`config.mk`:
```
export PLATFORM = sky130hd
export DESIGN_NAME = bpl_fetch_seq
export DESIGN_NICKNAME = d
export VERILOG_FILES = /design/src/rtl/bpl_pkg.sv /design/src/rtl/bpl_window.sv /design/src/rtl/bpl_order_rom.sv /design/src/rtl/bpl_count_map.sv /design/src/rtl/bpl_fetch_seq.sv
export SDC_FILE = /design/constraint.sdc
export NUM_CORES = 1
export LEC_CHECK = 0
export BUFFER_PORTS_ARGS = -buffer_cell sky130_fd_sc_hd__buf_2
export CAP_MARGIN = 25
export CORE_MARGIN = 1.5
export CORE_UTILIZATION = 30
export DETAILED_ROUTE_END_ITERATION = 10
export HOLD_SLACK_MARGIN = 0.02
export SLEW_MARGIN = 20
export SYNTH_ARGS = -nofsm -noshare
export SYNTH_HDL_FRONTEND = slang
export SYNTH_SLANG_ARGS = --single-unit
```
`constraint.sdc`:
```
create_clock -name clk -period 10.91 [get_ports clk]
set_clock_uncertainty 0.2 [all_clocks]
set_input_delay 2.182 -clock clk [delete_from_list [all_inputs] [get_ports clk]]
set_output_delay 2.182 -clock clk [all_outputs]
set_load 0.02 [all_outputs]
```
`src/rtl/bpl_pkg.sv`:
```
package bpl_pkg;

   localparam int PLANE_W     = 3;
   localparam int LO_GROUP_SH = 3;
   localparam int HI_GROUP_SH = 2;
   localparam int MAX_PLANES  = 6;
   localparam int ODD_REQ     = 7;
   localparam int ODD_FETCH   = 4;
   localparam int ODD_SHOW    = 6;

   typedef logic [PLANE_W-1:0] plane_t;

   // low-resolution group: two idle positions, planes interleaved
   function automatic plane_t lo_plane(input int pos);
      case (pos)
         1:       return plane_t'(4);
         2:       return plane_t'(6);
         3:       return plane_t'(2);
         5:       return plane_t'(3);
         6:       return plane_t'(5);
         7:       return plane_t'(1);
         default: return plane_t'(0);
      endcase
   endfunction

   // high-resolution group: four planes, plane 1 last
   function automatic plane_t hi_plane(input int pos);
      case (pos)
         0:       return plane_t'(4);
         1:       return plane_t'(2);
         2:       return plane_t'(3);
         default: return plane_t'(1);
      endcase
   endfunction

endpackage

```
`src/rtl/bpl_window.sv`:
```
module bpl_window #(
   parameter int SLOT_W    = 9,
   parameter int MIN_START = 24,
   parameter int GROUP_SH  = 3
) (
   input  logic [SLOT_W-1:0]   slot,
   input  logic [SLOT_W-1:0]   win_start,
   input  logic [SLOT_W-1:0]   win_stop,
   output logic                in_win,
   output logic [GROUP_SH-1:0] phase
);
   localparam logic [SLOT_W-1:0] FLOOR = SLOT_W'(MIN_START);

   initial begin
      assert (MIN_START >= 0 && MIN_START < (1 << SLOT_W))
         else $error("MIN_START does not fit in SLOT_W");
      assert (GROUP_SH > 0 && GROUP_SH < SLOT_W)
         else $error("GROUP_SH out of range");
   end

   logic [SLOT_W-1:0] eff_start;
   logic [SLOT_W-1:0] rel_slot;
   logic [SLOT_W-1:0] rel_stop;
   logic              past_start;
   logic              stop_ok;
   logic              same_or_before;

   always_comb begin
      eff_start      = (win_start < FLOOR) ? FLOOR : win_start;
      rel_slot       = slot - eff_start;
      rel_stop       = win_stop - eff_start;
      past_start     = (slot >= eff_start);
      stop_ok        = (win_stop >= eff_start);
      same_or_before = ((rel_slot >> GROUP_SH) <= (rel_stop >> GROUP_SH));
      in_win         = past_start && stop_ok && same_or_before;
      phase          = rel_slot[GROUP_SH-1:0];
   end
endmodule

```
`src/rtl/bpl_order_rom.sv`:
```
module bpl_order_rom
   import bpl_pkg::*;
#(
   parameter int GROUP_SH = 3,
   parameter bit HIRES    = 1'b0
) (
   input  logic [GROUP_SH-1:0] phase,
   output plane_t              plane
);
   localparam int GROUP = 1 << GROUP_SH;

   initial begin
      assert (HIRES ? (GROUP_SH == HI_GROUP_SH) : (GROUP_SH == LO_GROUP_SH))
         else $error("group length does not match order variant");
   end

   plane_t tbl [GROUP];

   for (genvar i = 0; i < GROUP; i++) begin : g_ent
      if (HIRES) begin : g_hi
         assign tbl[i] = hi_plane(i);
      end else begin : g_lo
         assign tbl[i] = lo_plane(i);
      end
   end

   assign plane = tbl[phase];
endmodule

```
`src/rtl/bpl_count_map.sv`:
```
module bpl_count_map
   import bpl_pkg::*;
(
   input  plane_t req,
   output plane_t fetch_cnt,
   output plane_t disp_cnt
);
   initial begin
      assert (ODD_FETCH <= MAX_PLANES && ODD_SHOW <= MAX_PLANES)
         else $error("odd-count mapping exceeds plane set");
   end

   logic odd;

   always_comb begin
      odd       = (req == plane_t'(ODD_REQ));
      fetch_cnt = odd ? plane_t'(ODD_FETCH) : req;
      disp_cnt  = odd ? plane_t'(ODD_SHOW)  : req;
   end
endmodule

```
`src/rtl/bpl_fetch_seq.sv`:
```
module bpl_fetch_seq
   import bpl_pkg::*;
#(
   parameter int SLOT_W    = 9,
   parameter int MIN_START = 24
) (
   input  logic              clk,
   input  logic              rst_n,
   input  logic              hires_i,
   input  logic [2:0]        plane_req_i,
   input  logic [SLOT_W-1:0] win_start_i,
   input  logic [SLOT_W-1:0] win_stop_i,
   input  logic [SLOT_W-1:0] slot_i,
   output logic              fetch_req_o,
   output logic [2:0]        fetch_plane_o,
   output logic [2:0]        disp_planes_o,
   output logic              group_load_o
);
   initial begin
      assert (SLOT_W > LO_GROUP_SH) else $error("SLOT_W too small");
   end

   plane_t lane_plane [2];

   // variant 0: low resolution, variant 1: high resolution
   for (genvar v = 0; v < 2; v++) begin : g_lane
      localparam int SH = (v == 1) ? HI_GROUP_SH : LO_GROUP_SH;
      logic          in_win;
      logic [SH-1:0] phase;
      plane_t        rom_plane;

      bpl_window #(.SLOT_W(SLOT_W), .MIN_START(MIN_START), .GROUP_SH(SH)) win_i (
         .slot      (slot_i),
         .win_start (win_start_i),
         .win_stop  (win_stop_i),
         .in_win    (in_win),
         .phase     (phase)
      );

      bpl_order_rom #(.GROUP_SH(SH), .HIRES(v == 1)) rom_i (
         .phase (phase),
         .plane (rom_plane)
      );

      assign lane_plane[v] = in_win ? rom_plane : plane_t'(0);
   end

   plane_t fetch_cnt;
   plane_t disp_cnt;

   bpl_count_map map_i (
      .req       (plane_req_i),
      .fetch_cnt (fetch_cnt),
      .disp_cnt  (disp_cnt)
   );

   plane_t sel_plane;
   logic   req_c;

   always_comb begin
      sel_plane = hires_i ? lane_plane[1] : lane_plane[0];
      req_c     = (sel_plane != plane_t'(0)) && (sel_plane <= fetch_cnt);
   end

   always_ff @(posedge clk) begin
      if (!rst_n) begin
         fetch_req_o   <= 1'b0;
         fetch_plane_o <= '0;
         disp_planes_o <= '0;
         group_load_o  <= 1'b0;
      end else begin
         fetch_req_o   <= req_c;
         fetch_plane_o <= req_c ? sel_plane : plane_t'(0);
         disp_planes_o <= disp_cnt;
         group_load_o  <= req_c && (sel_plane == plane_t'(1));
      end
   end

   // output checks, next to the registers they guard
   assert_idle_plane_zero_R3: assert property (@(posedge clk) disable iff (!rst_n)
      !fetch_req_o |-> fetch_plane_o == 3'd0);

   assert_plane_in_range_R3: assert property (@(posedge clk) disable iff (!rst_n)
      fetch_req_o |-> (fetch_plane_o != 3'd0 && fetch_plane_o <= 3'd6));

   assert_zero_planes_idle_R4: assert property (@(posedge clk) disable iff (!rst_n)
      ($past(rst_n) && $past(plane_req_i) == 3'd0) |-> (!fetch_req_o && disp_planes_o == 3'd0));

   assert_seven_plane_map_R5: assert property (@(posedge clk) disable iff (!rst_n)
      ($past(rst_n) && $past(plane_req_i) == 3'd7) |->
         (disp_planes_o == 3'd6 && (!fetch_req_o || fetch_plane_o <= 3'd4)));

   assert_hires_low_planes_R2: assert property (@(posedge clk) disable iff (!rst_n)
      ($past(rst_n) && $past(hires_i) && fetch_req_o) |-> fetch_plane_o <= 3'd4);

   assert_start_floor_R6: assert property (@(posedge clk) disable iff (!rst_n)
      fetch_req_o |-> $past(slot_i) >= SLOT_W'(MIN_START));

   assert_load_with_plane1_R8: assert property (@(posedge clk) disable iff (!rst_n)
      group_load_o |-> (fetch_req_o && fetch_plane_o == 3'd1));
endmodule

```
==> results.json <==
{
  "ctsResizeCount": 0,
  "drt_wl_total_mm": 3.14,
  "io_pins": 41,
  "clockBufferDepth": 2,
  "hpwlAfterDp_mm": 2.82,
  "design.die.area_um2": 5090,
  "critPathCaptureType": "flop",
  "power_uw": 176,
  "gp_congestion": 0.794,
  "yosysTopAreaCell": "ha_1",
  "antenna_found_initial": 0,
  "place_area_um2": 1670,
  "synth_area_leaders": "ha_1, dfxtp_1, a21oi_1",
  "drive_gt1_share_pct": 19.7,
  "maxCapViolations": 0,
  "drt_iter0_markers": 58,
  "slowest_delay_ns": 0.54,
  "drt_pass1_iterations": 4,
  "diodes": 0,
  "swShare_pct": 41.0,
  "die_h_um": 71.3,
  "synth_top_family_by_area": "adder cells",
  "grt_pass1_vias": 1351,
  "pwr-share-clk_pct": 19.4,
  "holdPathStages": 2,
  "viasPerCell": 4.85,
  "hold_violations": 0,
  "dpl.cell_count": 277,
  "crit_family": "simple AND/OR/NAND/NOR gates",
  "arrival_ns": 7.25,
  "pwr-share-seq_pct": 17.5,
  "syn_to_final_growth_pct": 21.9,
  "slowest_stage": "nor4_1",
  "grt_max_degree": 8,
  "synth.distinct_cells": 38,
  "yosys.area_share.simple_pct": 20.7,
  "setup_viol": 0,
  "synth_edf_count": 0,
  "synthXorXnorAreaFrac_pct": 6.88,
  "cts_tree": "yes",
  "clock-sinks": 8,
  "ant_nets": 0,
  "grt.total_usage_pct": 13.0,
  "power.density_nw_per_um2": 103,
  "internal_power_uw": 104,
  "min_to": "disp_planes_o[1]$_SDFF_PN0_",
  "postSynthCellCount": 185,
  "nFillCells": 502,
  "start_util_pct": 31.7,
  "p_comb_share_pct": 63.1,
  "max_freq_mhz": 137,
  "post_layout_nonfiller_instances": 280,
  "fp.coreArea_um2": 4410,
  "finalNetCount": 297,
  "yosys_most_used_dff": "dfxtp_1",
  "post-route-period-util_pct": 67.0,
  "ir_drop_mv": 0.0367,
  "cts_setup_buffers": 0,
  "synth_fa_ha_area_share_pct": 30.9,
  "rows": 24,
  "hold_class": "input port to flop",
  "grt-ovfl-total": 0,
  "die_w_um": 71.3,
  "p_leak_uw": 0.000894,
  "slew_headroom_pct": 61.1,
  "path_class": "input port to flop",
  "syn-num-nets": 252,
  "syn_avg_cell_area_um2": 7.57,
  "hold_buffers": 0,
  "hold_start": "plane_req_i[1]",
  "drc": 0,
  "portBuffers": 40,
  "cp.required_ns": 10.85,
  "clkTransAtPathRegs_ns": 0.04,
  "synth-compound-area-share_pct": 24.0,
  "cp-start-kind": "input port",
  "synth_area_um2": 1400,
  "htree_levels": 1,
  "tightest_slew_ns": 0.578,
  "grt_pass1_wl_mm": 5.42,
  "synth_top_area_share_pct": 29.5,
  "fin_area_um2": 1710,
  "synthArstFlopShare_pct": 0,
  "clockRootBuffer": "clkbuf_8",
  "final_core_util_pct": 38.7,
  "synth-seq-cells": 8,
  "ys_warn_count": 0,
  "slew_viol_final": 0,
  "min_period_ns": 7.31,
  "muxShareOfSynthArea_pct": 0.714,
  "status": "finished clean",
  "vias": 1357,
  "rsz0062_at_grt": "false",
  "fin_setup_tns_ns": 0,
  "cts_buffers": 3,
  "seq_area_frac_synth_pct": 11.4,
  "wl_per_cell_um": 11.2,
  "cp_num_buf_inv": 2,
  "critPathMaxFanout": 5,
  "switching_power_uw": 72.4
}
layout by cell type (no fill, tap or decap), types with 2 or more instances in the layout:
cell	n
a211oi_1	2
nand2b_1	4
o21a_1	2
o21ai_0	12
a21o_1	4
nor2b_1	6
dfxtp_1	8
nor2_1	17
nand2_1	12
and3_1	2
ha_1	33
clkbuf_8	3
xor2_1	5
a31oi_1	2
o22ai_1	2
inv_1	20
and2_1	6
or2_1	2
buf_2	40
a21oi_1	16
nor3_1	3
a211o_1	3
nand4_1	2
xnor2_1	6
power by group through the flow:
stage                     clock [uW]  sequential (uW)  combinational (uW)
final                           34.2             30.9                 111
after floorplan                    0             33.2                82.8
after global routing            37.3             31.0                 129
after CTS                       35.9             30.9                 112
after detailed placement           0             31.4                 111
after global placement             0             31.4                 111
per-layer routing:
layer  vias up  GRT usage [%]  routed length, um
li1        745              -                  -
met3         5          0.985                132
met4         0           5.03                 43
met5         -              0                  0
met2        30           22.9               1470
met1       577           16.5               1490
sequential cells by signal, indices dropped and copies added (netlist names):
register and count:
disp_planes_o 3, group_load_o 1, fetch_plane_o 3, fetch_req_o 1
cell usage after synthesis, types with 2 or more instances:
library cell / count
nor2_1: 17
nand2b_1: 4
a31oi_1: 2
xnor2_1: 6
or2_1: 2
ha_1: 33
nand4_1: 2
a211o_1: 3
nor2b_1: 6
and3_1: 2
nand2_1: 12
dfxtp_1: 8
o21a_1: 2
xor2_1: 5
a21oi_1: 16
inv_1: 20
and2_1: 6
a211oi_1: 2
o21ai_0: 12
nor3_1: 3
o22ai_1: 2
a21o_1: 4
layout make-up:
class	instances	area [um^2]	area share (%)
Tap cell	52	65.1	3.81
Timing Repair Buffer	40	200	11.7
Inverter	20	75.1	4.40
Clock buffer	3	41.3	2.42
Multi-Input combinational cell	157	1170	68.3
Sequential cell	8	160	9.38
worst max path at each step:
stage                         startpoint                 endpoint  slack (ns)  cells past startpoint
after floorplan           win_start_i[7]  group_load_o$_SDFF_PN0_        4.15                     25
after global placement    win_start_i[7]  group_load_o$_SDFF_PN0_        3.46                     26
after detailed placement  win_start_i[7]  group_load_o$_SDFF_PN0_        3.27                     26
after CTS                 win_start_i[7]  group_load_o$_SDFF_PN0_        3.51                     26
after global routing      win_start_i[7]  group_load_o$_SDFF_PN0_        2.97                     26
final                     win_start_i[7]  group_load_o$_SDFF_PN0_        3.60                     26
cells by family after synthesis:
logic type,Yosys count
buffers and inverters,20
DFF,8
muxes,1
xor gates and xnor gates,11
and+or+nand+nor,58
AOI/OAI and AO/OA,53
adders and majority gates,34
stage by stage:
stage          hold WS [ns]  worst slack (ns)
4_1_cts                1.98              3.51
5_1_grt                2.02              2.97
3_5_place_dp           2.22              3.27
2_1_floorplan          2.10              4.15
3_3_place_gp           2.22              3.46
6_report               1.99              3.60
Note: power is estimated with default switching activity, not from simulation.
